### config.mk
export PLATFORM = sky130hd
export DESIGN_NAME = bcd_digit_readout
export DESIGN_NICKNAME = d
export VERILOG_FILES = /design/src/rtl/bcd_readout_pkg.sv /design/src/rtl/bcd_hold_bank.sv /design/src/rtl/bcd_digit_sel.sv /design/src/rtl/bcd_bus_drive.sv /design/src/rtl/bcd_digit_readout.sv
export SDC_FILE = /design/constraint.sdc
export NUM_CORES = 1
export LEC_CHECK = 0
export ABC_AREA = 1
export BUFFER_PORTS_ARGS = -buffer_cell sky130_fd_sc_hd__buf_2
export CAP_MARGIN = 20
export CORE_MARGIN = 5
export CORE_UTILIZATION = 45
export DETAILED_ROUTE_END_ITERATION = 7
export GPL_TIMING_DRIVEN = 0
export PLACE_DENSITY = 0.72
export RECOVER_POWER = 50
export SYNTH_ARGS = -nofsm -noshare
export SYNTH_HDL_FRONTEND = slang
export SYNTH_SLANG_ARGS = --single-unit
### constraint.sdc
create_clock -name clk_i -period 0.87 [get_ports clk_i]
set_clock_uncertainty 0.05 [all_clocks]
set_input_delay 0.0435 -clock clk_i [delete_from_list [all_inputs] [get_ports clk_i]]
set_output_delay 0.0435 -clock clk_i [all_outputs]
set_load 0.03 [all_outputs]
### src/rtl/bcd_readout_pkg.sv
package bcd_readout_pkg;
  localparam int unsigned DIGIT_W     = 4;
  localparam int unsigned FULL_DIGITS = 4;
  localparam int unsigned TOP_W       = 1;

  function automatic int unsigned count_width(int unsigned full, int unsigned dw, int unsigned tw);
    return full * dw + tw;
  endfunction
endpackage

### src/rtl/bcd_hold_bank.sv
module bcd_hold_bank #(
  parameter int unsigned FULL_DIGITS = bcd_readout_pkg::FULL_DIGITS,
  parameter int unsigned DIGIT_W     = bcd_readout_pkg::DIGIT_W,
  parameter int unsigned TOP_W       = bcd_readout_pkg::TOP_W,
  localparam int unsigned CNT_W      = bcd_readout_pkg::count_width(FULL_DIGITS, DIGIT_W, TOP_W)
) (
  input  logic             clk_i,
  input  logic             rst_ni,
  input  logic [CNT_W-1:0] cnt_i,
  input  logic             xfer_i,
  output logic [CNT_W-1:0] hold_o
);
  localparam int unsigned TOP_LSB = FULL_DIGITS * DIGIT_W;

  logic [TOP_W-1:0] top_q;

  for (genvar g = 0; g < FULL_DIGITS; g++) begin : g_digit
    logic [DIGIT_W-1:0] dig_q;
    always_ff @(posedge clk_i or negedge rst_ni) begin
      if (!rst_ni)     dig_q <= '0;
      else if (xfer_i) dig_q <= cnt_i[g*DIGIT_W +: DIGIT_W];
    end
    assign hold_o[g*DIGIT_W +: DIGIT_W] = dig_q;
  end

  always_ff @(posedge clk_i or negedge rst_ni) begin
    if (!rst_ni)     top_q <= '0;
    else if (xfer_i) top_q <= cnt_i[TOP_LSB +: TOP_W];
  end
  assign hold_o[TOP_LSB +: TOP_W] = top_q;

  AST_LOAD_FOLLOWS: assert property (@(posedge clk_i) disable iff (!rst_ni)
    xfer_i |=> hold_o == $past(cnt_i));
  AST_HOLD_STABLE: assert property (@(posedge clk_i) disable iff (!rst_ni)
    !xfer_i |=> $stable(hold_o));
endmodule

### src/rtl/bcd_digit_sel.sv
module bcd_digit_sel #(
  parameter int unsigned FULL_DIGITS = bcd_readout_pkg::FULL_DIGITS,
  parameter int unsigned DIGIT_W     = bcd_readout_pkg::DIGIT_W,
  parameter int unsigned TOP_W       = bcd_readout_pkg::TOP_W,
  localparam int unsigned CNT_W      = bcd_readout_pkg::count_width(FULL_DIGITS, DIGIT_W, TOP_W),
  localparam int unsigned IDX_W      = (FULL_DIGITS > 1) ? $clog2(FULL_DIGITS) : 1,
  localparam int unsigned SEL_W      = IDX_W + 1
) (
  input  logic [CNT_W-1:0]   hold_i,
  input  logic [SEL_W-1:0]   sel_i,
  output logic [DIGIT_W-1:0] digit_o
);
  localparam int unsigned TOP_LSB = FULL_DIGITS * DIGIT_W;

  logic [IDX_W-1:0] idx;
  assign idx = sel_i[IDX_W-1:0];

  // top select bit overrides the index
  always_comb begin
    digit_o = '0;
    if (sel_i[SEL_W-1]) begin
      digit_o[TOP_W-1:0] = hold_i[TOP_LSB +: TOP_W];
    end else begin
      for (int k = 0; k < FULL_DIGITS; k++) begin
        if (idx == k[IDX_W-1:0]) digit_o = hold_i[k*DIGIT_W +: DIGIT_W];
      end
    end
  end
endmodule

### src/rtl/bcd_bus_drive.sv
module bcd_bus_drive #(
  parameter int unsigned DIGIT_W = bcd_readout_pkg::DIGIT_W
) (
  input  logic               oe_i,
  input  logic [DIGIT_W-1:0] digit_i,
  output logic [DIGIT_W-1:0] data_o,
  output logic [DIGIT_W-1:0] drv_o
);
  assign drv_o  = {DIGIT_W{oe_i}};
  assign data_o = oe_i ? digit_i : '0;
endmodule

### src/rtl/bcd_digit_readout.sv
module bcd_digit_readout #(
  parameter int unsigned FULL_DIGITS = bcd_readout_pkg::FULL_DIGITS,
  parameter int unsigned DIGIT_W     = bcd_readout_pkg::DIGIT_W,
  parameter int unsigned TOP_W       = bcd_readout_pkg::TOP_W,
  localparam int unsigned CNT_W      = bcd_readout_pkg::count_width(FULL_DIGITS, DIGIT_W, TOP_W),
  localparam int unsigned IDX_W      = (FULL_DIGITS > 1) ? $clog2(FULL_DIGITS) : 1,
  localparam int unsigned SEL_W      = IDX_W + 1
) (
  input  logic               clk_i,
  input  logic               rst_ni,
  input  logic [CNT_W-1:0]   count_i,
  input  logic               xfer_i,
  input  logic [SEL_W-1:0]   sel_i,
  input  logic               oe_i,
  output logic [DIGIT_W-1:0] bcd_data_o,
  output logic [DIGIT_W-1:0] bcd_drv_o
);
  logic [CNT_W-1:0]   hold;
  logic [DIGIT_W-1:0] digit;

  bcd_hold_bank #(
    .FULL_DIGITS(FULL_DIGITS), .DIGIT_W(DIGIT_W), .TOP_W(TOP_W)
  ) u_hold (
    .clk_i(clk_i), .rst_ni(rst_ni), .cnt_i(count_i), .xfer_i(xfer_i), .hold_o(hold)
  );

  bcd_digit_sel #(
    .FULL_DIGITS(FULL_DIGITS), .DIGIT_W(DIGIT_W), .TOP_W(TOP_W)
  ) u_sel (
    .hold_i(hold), .sel_i(sel_i), .digit_o(digit)
  );

  bcd_bus_drive #(.DIGIT_W(DIGIT_W)) u_drive (
    .oe_i(oe_i), .digit_i(digit), .data_o(bcd_data_o), .drv_o(bcd_drv_o)
  );

  AST_TOP_UPPER_LOW: assert property (@(posedge clk_i) disable iff (!rst_ni)
    sel_i[SEL_W-1] |-> bcd_data_o[DIGIT_W-1:TOP_W] == '0);
  AST_OFF_NO_DRIVE: assert property (@(posedge clk_i) disable iff (!rst_ni)
    !oe_i |-> (bcd_drv_o == '0 && bcd_data_o == '0));
  AST_ON_FULL_DRIVE: assert property (@(posedge clk_i) disable iff (!rst_ni)
    oe_i |-> bcd_drv_o == '1);
  AST_TOP_PICKED: assert property (@(posedge clk_i) disable iff (!rst_ni)
    (oe_i && sel_i[SEL_W-1] && $past(xfer_i) && $past(rst_ni))
      |-> bcd_data_o[TOP_W-1:0] == $past(count_i[CNT_W-1 -: TOP_W]));
endmodule

# After elaboration in Yosys (flattened, before gate mapping)
# Cells that the tools add are included.
[word_totals]
register_bits = 17
memories = 0
input_bits = 24
output_inout_bits = 8
latchBits = 0
mem_bits_rw = 0
romBits = 0
elab_cells = 16
[classes]
mux = 7
div_mod_pow = 0
order_cmp = 0
n_eq_ne = 3
n_shift = 0
addsub = 0
reduce_logical = 1
bitwise_logic = 0
multipliers = 0
[op_table]
columns = ["cell", "count"]
rows = [
  ["4-bit 2-to-1 mux", 5],
  ["2-bit equality test (second input constant)", 2],
  ["3-bit 2-to-1 mux", 1],
  ["2-bit by 1-bit equality test with 1-bit output (second input constant)", 1],
  ["2-bit logical NOT", 1],
  ["1-bit 2-to-1 mux", 1],
]

# Longest topological paths before layout
# Gate-level depths: netlist (run 1).
[logic_depth]
word_depth = 7
mapped_depth = 5
mapped_depth_nobuf = 5

# By module
# From an unflattened synthesis (run 1), not the netlist that was laid out.
[hier_totals]
cells_unflattened = 119
area_unflattened_um2 = 903.4
[modules_own_cells]
columns = ["module", "area_each_um2", "instances", "cells_per_inst", "seq_area_each_um2"]
rows = [
  ["bcd_hold_bank", 688.2, 1, 73, 425.4],
  ["bcd_digit_sel", 155.1, 1, 34, 0.0],
  ["bcd_bus_drive", 60.1, 1, 12, 0.0],
]

# Worst setup path before layout (run 1)
# OpenSTA, ideal clock, no wires.
[synth_path]
path_kind = "register to output"
start = "register u_hold.g_digit[0].dig_q[2]"
end = "output bcd_data_o[2]"
path_stages_with_launch = 5
path_buffers = 0
arrival_ps = 973
t_required_ps = 776
slack_ps = -196
path_cell_list = "dfrtp_1 -> inv_1 -> nand3_1 -> o211ai_1 -> a21oi_1"
[synth_between]
elab_chain_len = 6
[synth_lines]
columns = ["element", "line_no", "text"]
rows = [
  ["from (decl)", "bcd_hold_bank.sv:18", "logic [DIGIT_W-1:0] dig_q;"],
  ["from (signal assigned)", "bcd_hold_bank.sv:21", "else if (xfer_i) dig_q <= cnt_i[g*DIGIT_W +: DIGIT_W];"],
  ["4-bit 2-to-1 mux (4 in series)", "bcd_digit_sel.sv:25", "if (idx == k[IDX_W-1:0]) digit_o = hold_i[k*DIGIT_W +: DIGIT_W];"],
  ["3-bit 2-to-1 mux", "bcd_digit_sel.sv:21", "if (sel_i[SEL_W-1]) begin"],
  ["4-bit 2-to-1 mux", "bcd_bus_drive.sv:10", "assign data_o = oe_i ? digit_i : '0;"],
  ["to (decl)", "bcd_digit_readout.sv:15", "output logic [DIGIT_W-1:0] bcd_data_o,"],
]
# No other way between the ends.

# Final worst setup path (run 1)
[layout_path]
start = "register u_hold.g_digit[1].dig_q[0]"
end = "output bcd_data_o[0]"
[layout_between]
elab_chain_len = 5
[layout_lines]
columns = ["element", "line_no"]
rows = [
  ["from (decl)", "bcd_hold_bank.sv:18"],
  ["from (signal assigned)", "bcd_hold_bank.sv:21"],
  ["4-bit 2-to-1 mux (3 in series)", "bcd_digit_sel.sv:25"],
  ["1-bit 2-to-1 mux", "bcd_digit_sel.sv:21"],
  ["4-bit 2-to-1 mux", "bcd_bus_drive.sv:10"],
]
# No other way between the ends.

==> results of run 1 <==
[report_power, final]
| part | internal, uW | switching, uW | leakage [uW] |
|---|---|---|---|
| Combinational | 249 | 229 | 0.000412 |
| Clock | 178 | 225 | 0.0000150 |
| Sequential | 866 | 41.7 | 0.000201 |
[worst reg2reg max path: stages (launching register included)]
cell and delay [ns]:
dfrtp_1 0.40, buf_6 0.12, mux2_4 0.26
[logic make-up (layout without fill, tap and decap cells)]
kind of cell	after synthesis	after routing	synth area share (%)
AND/OR/NAND/NOR	19	19	9.546
multiplexers	12	12	16.36
AO/OA/AOI/OAI	19	19	12.88
buffers and inverters	16	71	9.697
flip-flops	17	17	51.52
[per-stage QoR]
stage	hold slack (ns)	setup WS, ns
2_1_floorplan	-0.3021	-0.02547
3_3_place_gp	-0.07170	-0.1652
3_5_place_dp	-0.07181	-0.1964
4_1_cts	-0.0002466	-0.3978
5_1_grt	0.001505	-0.4808
6_report	0.01650	-0.3876
[state kept, by name, indices dropped and copies added, names as in the netlist]
signal / flops
u_hold.g_digit.dig_q: 16
u_hold.top_q: 1
[area by class of cell]
type / instances / area share [%]
plain buffers: 6 / 3.238
clock buffers: 4 / 2.000
inverters: 10 / 2.857
multi-input cells: 50 / 28.38
flip-flops and latches: 17 / 32.38
well taps: 25 / 2.381
repair buffers: 51 / 28.76
[placed cells by master (no fill, tap or decap)]
cell	n
mux2_4	2
a21oi_4	3
o21ai_1	6
mux2_2	10
o21ai_2	2
buf_2	23
dlygate4sd3_1	18
a21oi_2	1
nand3_1	4
o22ai_1	1
o21ai_0	5
inv_2	2
inv_1	8
buf_6	6
clkbuf_1	5
dfrtp_1	17
o211ai_1	1
clkbuf_4	3
nor2_1	1
buf_4	5
nand2_2	4
nand2_1	10
clkbuf_2	1
[final timing paths]
check | start | endpoint | slack (ns) | cells past startpoint
max in group asynchronous | rst_ni | u_hold.g_digit[0].dig_q[0] | 0.31 | 2
worst min-delay path | xfer_i | u_hold.g_digit[0].dig_q[1] | 0.02 | 2
min in group asynchronous | rst_ni | u_hold.g_digit[2].dig_q[0] | 0.17 | 2
worst max-delay path | u_hold.g_digit[1].dig_q[0] | bcd_data_o[0] | -0.39 | 5
worst min register to register | u_hold.g_digit[3].dig_q[3] | u_hold.g_digit[3].dig_q[3] | 0.47 | 1
worst max register to register | u_hold.g_digit[1].dig_q[1] | u_hold.g_digit[1].dig_q[1] | -0.06 | 2
[layer usage]
| metal | track usage, % | routed length, um | vias up |
|---|---|---|---|
| met5 | 0 | 0 | - |
| met4 | 5.106 | 16 | 0 |
| met1 | 20.25 | 845 | 350 |
| li1 | - | - | 380 |
| met2 | 30.79 | 1087 | 37 |
| met3 | 4.558 | 205 | 2 |
[what timing repair did]
action	4_1_cts	5_1_grt
hold endpoints to repair	34	0
setup endpoints to repair	4	6
resized for setup	19	5
gates cloned	0	0
hold buffers	18	0
pin swaps	4	1
setup buffers	2	2
==> impl_metrics.py, run 1 <==
metrics = {
    "run_status": {
        "status": "finished with violations",
        "violations": "setup timing",
    },
    "sta": {
        "tightest_slew_ns": 0.4030,
        "period_needed_ns": 1.258,
        "relSlewSlack_pct": 73.13,
        "timing.final.crit_share_pct": 144.6,
        "final_hold_viol_count": 0,
        "fmax_mhz": 795.1,
        "setup_ws_ns": -0.3876,
        "report.final.slew_viol_count": 0,
        "tns_ns": -1.598,
        "rsz0062_at_grt": "true",
        "setup_violations": 6,
    },
    "synthesis": {
        "syn-cell-area_sq_um": 825.8,
        "synth_flop_cell": "dfrtp_1",
        "synth_area_leaders": "dfrtp_1, mux2_2, o21ai_0",
        "yosysWarnings": 0,
        "synth_edf_count": 0,
        "yosysSeqAreaShare_pct": 51.52,
        "synth.most_common_cell": "dfrtp_1",
        "synth-seq-cells": 17,
        "synthTopCellsByCount": "dfrtp_1, nand2_1, mux2_2, o21ai_0, inv_1",
        "synthCells": 83,
        "avgSynthCellArea_sq_um": 9.949,
        "yosysUniqueCellTypes": 15,
        "synth_fp_nets": 107,
        "synth-async-reset-ratio_pct": 100.0,
        "post-synth-top-area-cell": "dfrtp_1",
        "synth_top_area_share_pct": 51.52,
    },
    "clock_tree": {
        "cts.path.max_buffers": 2,
        "h-tree-depth": 1,
        "cts_buffers": 3,
        "cts_tree": "done",
        "cts-root-buf": "clkbuf_4",
        "clkTransAtPathRegs_ns": 0.09,
        "clock-sinks": 17,
        "clkLatencyLatePin_ns": 0.27,
    },
    "global_routing": {
        "antenna_found_initial": 0,
        "gr-total-overflow": 0,
        "first_global_vias": 793,
        "grt_max_degree": 18,
        "grt_pass1_wl_um": 3477,
        "grt_usage_pct": 17.37,
    },
    "pwr": {
        "power.leakage_uw": 0.0006285,
        "p_total_uw": 1787,
        "p_per_area_nw_per_um2": 1361,
        "vdd.ir_drop.worst_v": 0.001121,
    },
    "floorplanning": {
        "die_area_sq_um": 2792,
        "initial_core_util_pct": 47.83,
        "num_rows": 15,
        "dieHeight_um": 52.84,
        "ios": 32,
        "fp.coreArea_sq_um": 1727,
        "die_w_um": 52.84,
    },
    "final_layout": {
        "drive_gt1_share_pct": 44.93,
        "ff_latch_area_sq_um": 425.4,
        "diodes": 0,
        "multi_input_area_sq_um": 372.9,
        "syn_to_final_growth_pct": 59.09,
        "post-route-util_pct": 76.09,
        "final_nets": 163,
        "fillers": 135,
        "fin_area_sq_um": 1314,
        "fin_cells": 163,
    },
    "detailed_routing": {
        "drcViolationCount": 0,
        "wl_um": 2155,
        "drt_iter0_drc": 20,
        "wl_per_cell_um": 13.22,
        "first_pass_iters": 4,
        "vias": 769,
        "ant_nets": 0,
        "avgViaCountPerCell": 4.718,
    },
    "setup_path": {
        "crit_buf_inv": 1,
        "cp-start-kind": "register",
        "crit_fanout": 2,
        "cp_top_family": "flip-flops",
        "slowest_delay_ns": 0.36,
        "critPathCaptureType": "primary output",
        "arrival_ns": 1.16,
        "crit_required_ns": 0.78,
        "crit_path_cell_trace": "nand3_1, nand2_1, nand2_2, a21oi_4, buf_6",
        "worstSetupPathType": "register to primary output",
        "slowest_stage": "dfrtp_1",
    },
    "placement": {
        "place_inst": 139,
        "port_buffers": 31,
        "placed_area_sq_um": 1046,
        "gp_congestion": 0.7682,
        "dpl.hpwl_um": 1457,
    },
    "min_path": {
        "hold_path.class": "primary input to register",
    },
    "job": {
        "max-cap-violations": 0,
    },
}
No activity file was read; power rests on OpenSTA's default activity.
==> run 2, diff against run 1 <==
--- a/config.mk
+++ b/config.mk
@@ -9,10 +9,10 @@
 export BUFFER_PORTS_ARGS = -buffer_cell sky130_fd_sc_hd__buf_2
 export CAP_MARGIN = 20
 export CORE_MARGIN = 5
-export CORE_UTILIZATION = 45
+export CORE_UTILIZATION = 35
 export DETAILED_ROUTE_END_ITERATION = 7
 export GPL_TIMING_DRIVEN = 0
-export PLACE_DENSITY = 0.72
+export PLACE_DENSITY = 0.58
 export RECOVER_POWER = 50
 export SYNTH_ARGS = -nofsm -noshare
 export SYNTH_HDL_FRONTEND = slang
==> run 2 against run 1 <==
Hold slack worse by 0.034 ns. Setup slack about the same. Cell count rose by 1.2%. Flip-flop and latch count stayed put. Global-route usage decreased by 6.0 points. Combinational power fell by 5.4%. Die area is 23% higher. Routed wire length decreased by 12%. Non-clock buffer count decreased by 1. The run ends with hold timing, setup timing left. Via count fell by 6.1%. Fmax about the same.
==> impl_metrics.py, run 2 (synthesized netlist as in run 1, its figures left out) <==
metrics = {
    "setup_path": {
        "slowest_stage": "dfrtp_1",
        "arrival_ns": 1.16,
        "slowest_delay_ns": 0.37,
        "worstSetupPathType": "register to primary output",
        "crit_path_cell_trace": "nand3_1, nand2_1, nand2_2, a21oi_4, buf_6",
        "ff2ff_path_depth": 2,
        "crit_fanout": 2,
        "worstReg2RegStart": "u_hold.g_digit[1].dig_q[1]",
        "cp-start-kind": "register",
        "reg2reg_slack_ns": -0.07,
        "reg2reg_to": "u_hold.g_digit[1].dig_q[1]",
        "crit_required_ns": 0.78,
        "critPathCaptureType": "primary output",
    },
    "sta": {
        "rsz0062_at_grt": "true",
        "relSlewSlack_pct": 71.57,
        "fmax_mhz": 795.2,
        "setup_ws_ns": -0.3875,
        "report.final.slew_viol_count": 0,
        "tns_ns": -1.558,
        "period_needed_ns": 1.258,
        "timing.final.crit_share_pct": 144.5,
        "setup_violations": 5,
        "tightest_slew_ns": 0.4264,
        "worst_hold_slack_ns": -0.01764,
        "final_hold_viol_count": 2,
    },
    "final_layout": {
        "syn_to_final_growth_pct": 57.42,
        "diodes": 0,
        "post-route-util_pct": 58.21,
        "fillers": 208,
        "final_cell_mix": "buf_2, dlygate4sd3_1, dfrtp_1",
        "reg.largest.list": "u_hold.g_digit.dig_q: 16 flops, u_hold.top_q: 1 flops",
        "largest_reg_flops": 16,
        "layout_commonest_cell": "buf_2",
        "regMostFlops": "u_hold.g_digit.dig_q",
        "fin_area_sq_um": 1300,
        "drive_gt1_share_pct": 45.99,
        "final_nets": 162,
    },
    "pwr": {
        "vdd.ir_drop.worst_v": 0.0009755,
        "p_int_uw": 1278,
        "clock_power_share_pct": 24.2,
        "power.leakage_uw": 0.0006130,
        "p_per_area_nw_per_um2": 1374,
        "switching_power_uw": 508.4,
        "switching_share_pct": 28.47,
        "power_frac_comb_pct": 25.3,
        "seq_power_share_pct": 50.5,
    },
    "detailed_routing": {
        "vias": 722,
        "ant_nets": 0,
        "wl_per_cell_um": 11.55,
        "first_pass_iters": 4,
        "avgViaCountPerCell": 4.376,
        "drcViolationCount": 0,
        "wl_um": 1906,
        "drt_iter0_drc": 8,
    },
    "placement": {
        "post-place-ws_ns": -0.1763,
        "gp_congestion": 0.7227,
        "dpl.hpwl_um": 1385,
        "placed_area_sq_um": 1050,
        "port_buffers": 31,
    },
    "global_routing": {
        "use_met3_pct": 3.070,
        "gr-total-overflow": 0,
        "antenna_found_initial": 0,
        "grt_pass1_wl_um": 2994,
        "use_met2_pct": 16.75,
        "top_usage_layer": "met2",
        "grt_usage_pct": 11.42,
        "first_global_vias": 653,
        "grt_max_degree": 18,
        "grtUsageMet1_pct": 15.80,
    },
    "floorplanning": {
        "dieHeight_um": 58.58,
        "ios": 32,
        "fp.coreArea_sq_um": 2233,
        "initial_core_util_pct": 36.97,
        "die_area_sq_um": 3431,
        "num_rows": 17,
        "die_w_um": 58.58,
    },
    "clock_tree": {
        "cts.path.max_buffers": 2,
        "h-tree-depth": 1,
        "cts_tree": "done",
        "clkLatencyLatePin_ns": 0.29,
        "clkTransAtPathRegs_ns": 0.10,
        "clock-sinks": 17,
        "ctsHoldBuffers": 18,
        "cts_buffers": 3,
        "cts-root-buf": "clkbuf_4",
    },
    "min_path": {
        "hold_path.class": "primary input to register",
        "holdPathStages": 2,
        "hold_end": "u_hold.g_digit[1].dig_q[0]",
        "holdCritStartpoint": "xfer_i",
    },
    "job": {
        "max-cap-violations": 0,
    },
    "run_status": {
        "violations": "hold timing, setup timing",
        "status": "finished with violations",
    },
}
run 2: cell count changes in the layout (fill, tap and decap cells not counted):
cell     before  now
inv_1         8    7
buf_6         6    4
mux2_4        2    0
inv_2         2    3
nand3_2       0    1
nand3_1       4    3
buf_4         5    6
mux2_2       10   12
run 2: routing by layer:
layer / wire, um / share of wire (%) / vias up
li1: - / - / 378
met1: 839 / 44 / 317
met2: 886 / 46 / 22
met3: 142 / 7.5 / 5
met4: 36 / 1.9 / 0
met5: 0 / 0 / -
run 2: power groups by stage:
stage | Sequential (uW) | Clock [uW] | Combinational, uW
after detailed placement | 916 | 0 | 358
after global placement | 914 | 0 | 350
final | 902 | 433 | 452
after global routing | 912 | 478 | 495
after CTS | 902 | 441 | 453
after floorplan | 904 | 0 | 235
run 2: how the worst max path moves through the flow:
stage	cells after the start	to	from	slack (ns)
after global placement	5	bcd_data_o[0]	u_hold.g_digit[0].dig_q[0]	-0.18
after detailed placement	5	bcd_data_o[0]	u_hold.g_digit[0].dig_q[0]	-0.18
after global routing	5	bcd_data_o[1]	u_hold.g_digit[0].dig_q[1]	-0.46
final	5	bcd_data_o[1]	u_hold.g_digit[1].dig_q[1]	-0.39
after floorplan	4	bcd_data_o[2]	u_hold.g_digit[0].dig_q[2]	-0.03
after CTS	5	bcd_data_o[0]	u_hold.g_digit[0].dig_q[0]	-0.39
run 2: through the flow:
stage	instances	power, uW
finish	165	1786
global route	165	1885
CTS	164	1795
detailed placement	142	1274
global placement	142	1264
floorplan	83	1139
run 2: layout make-up:
cell class / count / area (sq um) / share of cell area [%]
timing repair buffer: 50 / 362.8 / 27.91
sequential: 17 / 425.4 / 32.72
inverter: 10 / 37.54 / 2.887
buffer: 6 / 42.54 / 3.272
tap: 28 / 35.03 / 2.695
multi-input combinational: 50 / 370.4 / 28.49
clock buffer: 4 / 26.28 / 2.021
run 2: critical path: cells and delay by family, from the launching register on:
family                 cells  cell delay, ns
DFF                        1            0.37
and+or+nand+nor            3            0.23
buffers and inverters      1            0.14
AOI/OAI and AO/OA          1            0.12
run 2: repair_timing:
action / CTS / global route
gates resized for setup: 21 / 1
buffers inserted: 0 / 1
cloned: 0 / 0
endpoints found under the hold margin: 34 / 2
endpoints found under the setup margin: 4 / 4
pin swaps: 6 / 1
==> run 3, diff against run 2 <==
--- a/config.mk
+++ b/config.mk
@@ -10,6 +10,7 @@
 export CAP_MARGIN = 20
 export CORE_MARGIN = 5
 export CORE_UTILIZATION = 35
+export CTS_CLUSTER_DIAMETER = 80
 export DETAILED_ROUTE_END_ITERATION = 7
 export GPL_TIMING_DRIVEN = 0
 export PLACE_DENSITY = 0.58
==> constraint.sdc (replaced) <==
create_clock -name clk_i -period 1.4 [get_ports clk_i]
set_clock_uncertainty 0.05 [all_clocks]
set_input_delay 0.07 -clock clk_i [delete_from_list [all_inputs] [get_ports clk_i]]
set_output_delay 0.07 -clock clk_i [all_outputs]
set_load 0.03 [all_outputs]
==> run 3 against run 2 <==
The flow now finishes without violations. Register-to-register slack better by 0.67 ns. Via count decreased by 1.2%. Sequential share of layout area increased by 2.2 points. Critical path depth did not move. Utilization decreased by 3.6 points. Clock power down 42%. Critical endpoint is now bcd_data_o[0]. Total power decreased by 41%. Non-clock buffer count is 1 lower. Die area did not move. Flip-flop and latch count is the same.
==> impl_metrics.py, run 3 (synthesized netlist as in run 1, its figures left out) <==
metrics = {
    "setup_path": {
        "arrival_ns": 1.19,
        "crit_required_ns": 1.28,
        "cp-start-kind": "register",
        "crit_fanout": 2,
        "slowest_stage": "dfrtp_1",
        "critPathCaptureType": "primary output",
        "slowest_delay_ns": 0.33,
        "crit_path_cell_trace": "inv_1, o21ai_0, nand2_1, a21oi_2, clkbuf_4",
        "ff2ff_path_depth": 1,
        "worstSetupPathType": "register to primary output",
    },
    "final_layout": {
        "diodes": 0,
        "regMostFlops": "u_hold.g_digit.dig_q",
        "multi_input_area_sq_um": 320.3,
        "final_nets": 161,
        "reg.largest.list": "u_hold.g_digit.dig_q: 16 flops, u_hold.top_q: 1 flops",
        "final_cell_mix": "buf_2, dlygate4sd3_1, dfrtp_1",
        "ff_latch_area_sq_um": 425.4,
        "largest_reg_flops": 16,
        "syn_to_final_growth_pct": 47.58,
        "fillers": 213,
        "layout_commonest_cell": "buf_2",
        "drive_gt1_share_pct": 36.76,
    },
    "floorplanning": {
        "ios": 32,
        "initial_core_util_pct": 36.97,
        "die_area_sq_um": 3431,
        "num_rows": 17,
        "die_w_um": 58.58,
        "fp.coreArea_sq_um": 2233,
        "dieHeight_um": 58.58,
    },
    "run_status": {
        "status": "complete, no violations",
    },
    "global_routing": {
        "grt_max_degree": 18,
        "grt_usage_pct": 10.75,
        "grt_pass1_wl_um": 2877,
        "antenna_found_initial": 0,
        "gr-total-overflow": 0,
        "first_global_vias": 730,
    },
    "sta": {
        "worst_hold_slack_ns": 0.02450,
        "rsz0062_at_grt": "false",
        "final_hold_viol_count": 0,
        "timing.final.crit_share_pct": 93.42,
        "fmax_mhz": 764.6,
        "tightest_slew_ns": 0.9056,
        "setup_violations": 0,
        "period_needed_ns": 1.308,
        "relSlewSlack_pct": 39.63,
        "tns_ns": 0,
        "report.final.slew_viol_count": 0,
    },
    "placement": {
        "dpl.hpwl_um": 1363,
        "gp_congestion": 0.7325,
        "port_buffers": 31,
    },
    "detailed_routing": {
        "drt-met1-wl_um": 787,
        "wl_um": 1708,
        "drcViolationCount": 0,
        "vias": 713,
        "wl_met2_um": 786,
        "first_pass_iters": 4,
        "wl_per_cell_um": 10.41,
        "drt_iter0_drc": 16,
        "ant_nets": 0,
        "avgViaCountPerCell": 4.348,
        "met3_length_um": 118,
        "top_layer": "met4",
    },
    "clock_tree": {
        "cts.path.max_buffers": 2,
        "h-tree-depth": 1,
        "cts_tree": "done",
        "clkLatencyLatePin_ns": 0.28,
        "clock-sinks": 17,
        "clkTransAtPathRegs_ns": 0.09,
        "post_cts_buffers": 0,
        "cts-root-buf": "clkbuf_4",
        "cts_buffers": 3,
    },
    "pwr": {
        "switching_power_uw": 276.5,
        "p_int_uw": 773.4,
        "vdd.ir_drop.worst_v": 0.0007701,
        "switching_share_pct": 26.34,
        "clock_power_share_pct": 24.0,
        "power.leakage_uw": 0.0005984,
        "seq_power_share_pct": 53.1,
        "p_per_area_nw_per_um2": 861.6,
        "power_frac_comb_pct": 22.9,
    },
    "job": {
        "max-cap-violations": 0,
    },
    "min_path": {
        "hold_path.class": "primary input to register",
        "holdPathStages": 2,
    },
}
==> run 3: power by group through the flow <==
| stage | registers, uW | logic (uW) | clock network (uW) |
|---|---|---|---|
| CTS | 559 | 245 | 260 |
| detailed placement | 569 | 207 | 0 |
| floorplan | 562 | 131 | 0 |
| global placement | 568 | 203 | 0 |
| global route | 564 | 269 | 275 |
| finish | 558 | 240 | 252 |
==> run 3: cell type report <==
class	count	share of cell area, %
inverter	10	3.080
clock buffer	4	2.156
multi-input combinational	50	26.28
sequential	17	34.91
tap	28	2.875
timing repair buffer	49	27.21
buffer	6	3.491
==> run 3: per-layer routing <==
layer	up-vias	global-route usage, %
met2	19	17.07
met5	-	0
met3	2	2.193
met4	0	4.854
met1	313	14.09
li1	379	-
==> run 3: stage by stage <==
step	worst slack (ns)	cells	utilization [%]	instance area [sq um]	total power, uW
floorplan	0.3072	83	-	825.8	692.8
global placement	0.3830	142	45.49	1016	771.0
detailed placement	0.3802	142	45.49	1016	775.6
CTS	0.06008	164	54.73	1222	1064
global route	0.001338	164	54.57	1219	1107
finish	0.09214	164	54.57	1219	1050
==> run 3: worst paths after layout <==
check	from	endpoint	slack (ns)
max	u_hold.g_digit[2].dig_q[0]	bcd_data_o[0]	0.09
min	xfer_i	u_hold.g_digit[1].dig_q[0]	0.02
max reg2reg	u_hold.g_digit[3].dig_q[3]	u_hold.g_digit[3].dig_q[3]	0.60
min reg2reg	u_hold.top_q	u_hold.top_q	0.46
max in group asynchronous	rst_ni	u_hold.g_digit[2].dig_q[3]	0.37
min in group asynchronous	rst_ni	u_hold.g_digit[2].dig_q[0]	0.38
==> run 3: timing repair <==
item                                   in CTS  in global routing
endpoints found under the hold margin      34                  0
setup endpoints to repair                   0                  1
gates resized for setup                     0                  2
hold buffers                               18                  0
==> run 3: worst max-delay path: cells and delay by family (launching register included) <==
kind,cells,cell delay [ns]
AND/OR/NAND/NOR,1,0.09
buffers and inverters,2,0.24
AO/OA/AOI/OAI,2,0.25
flip-flops,1,0.33
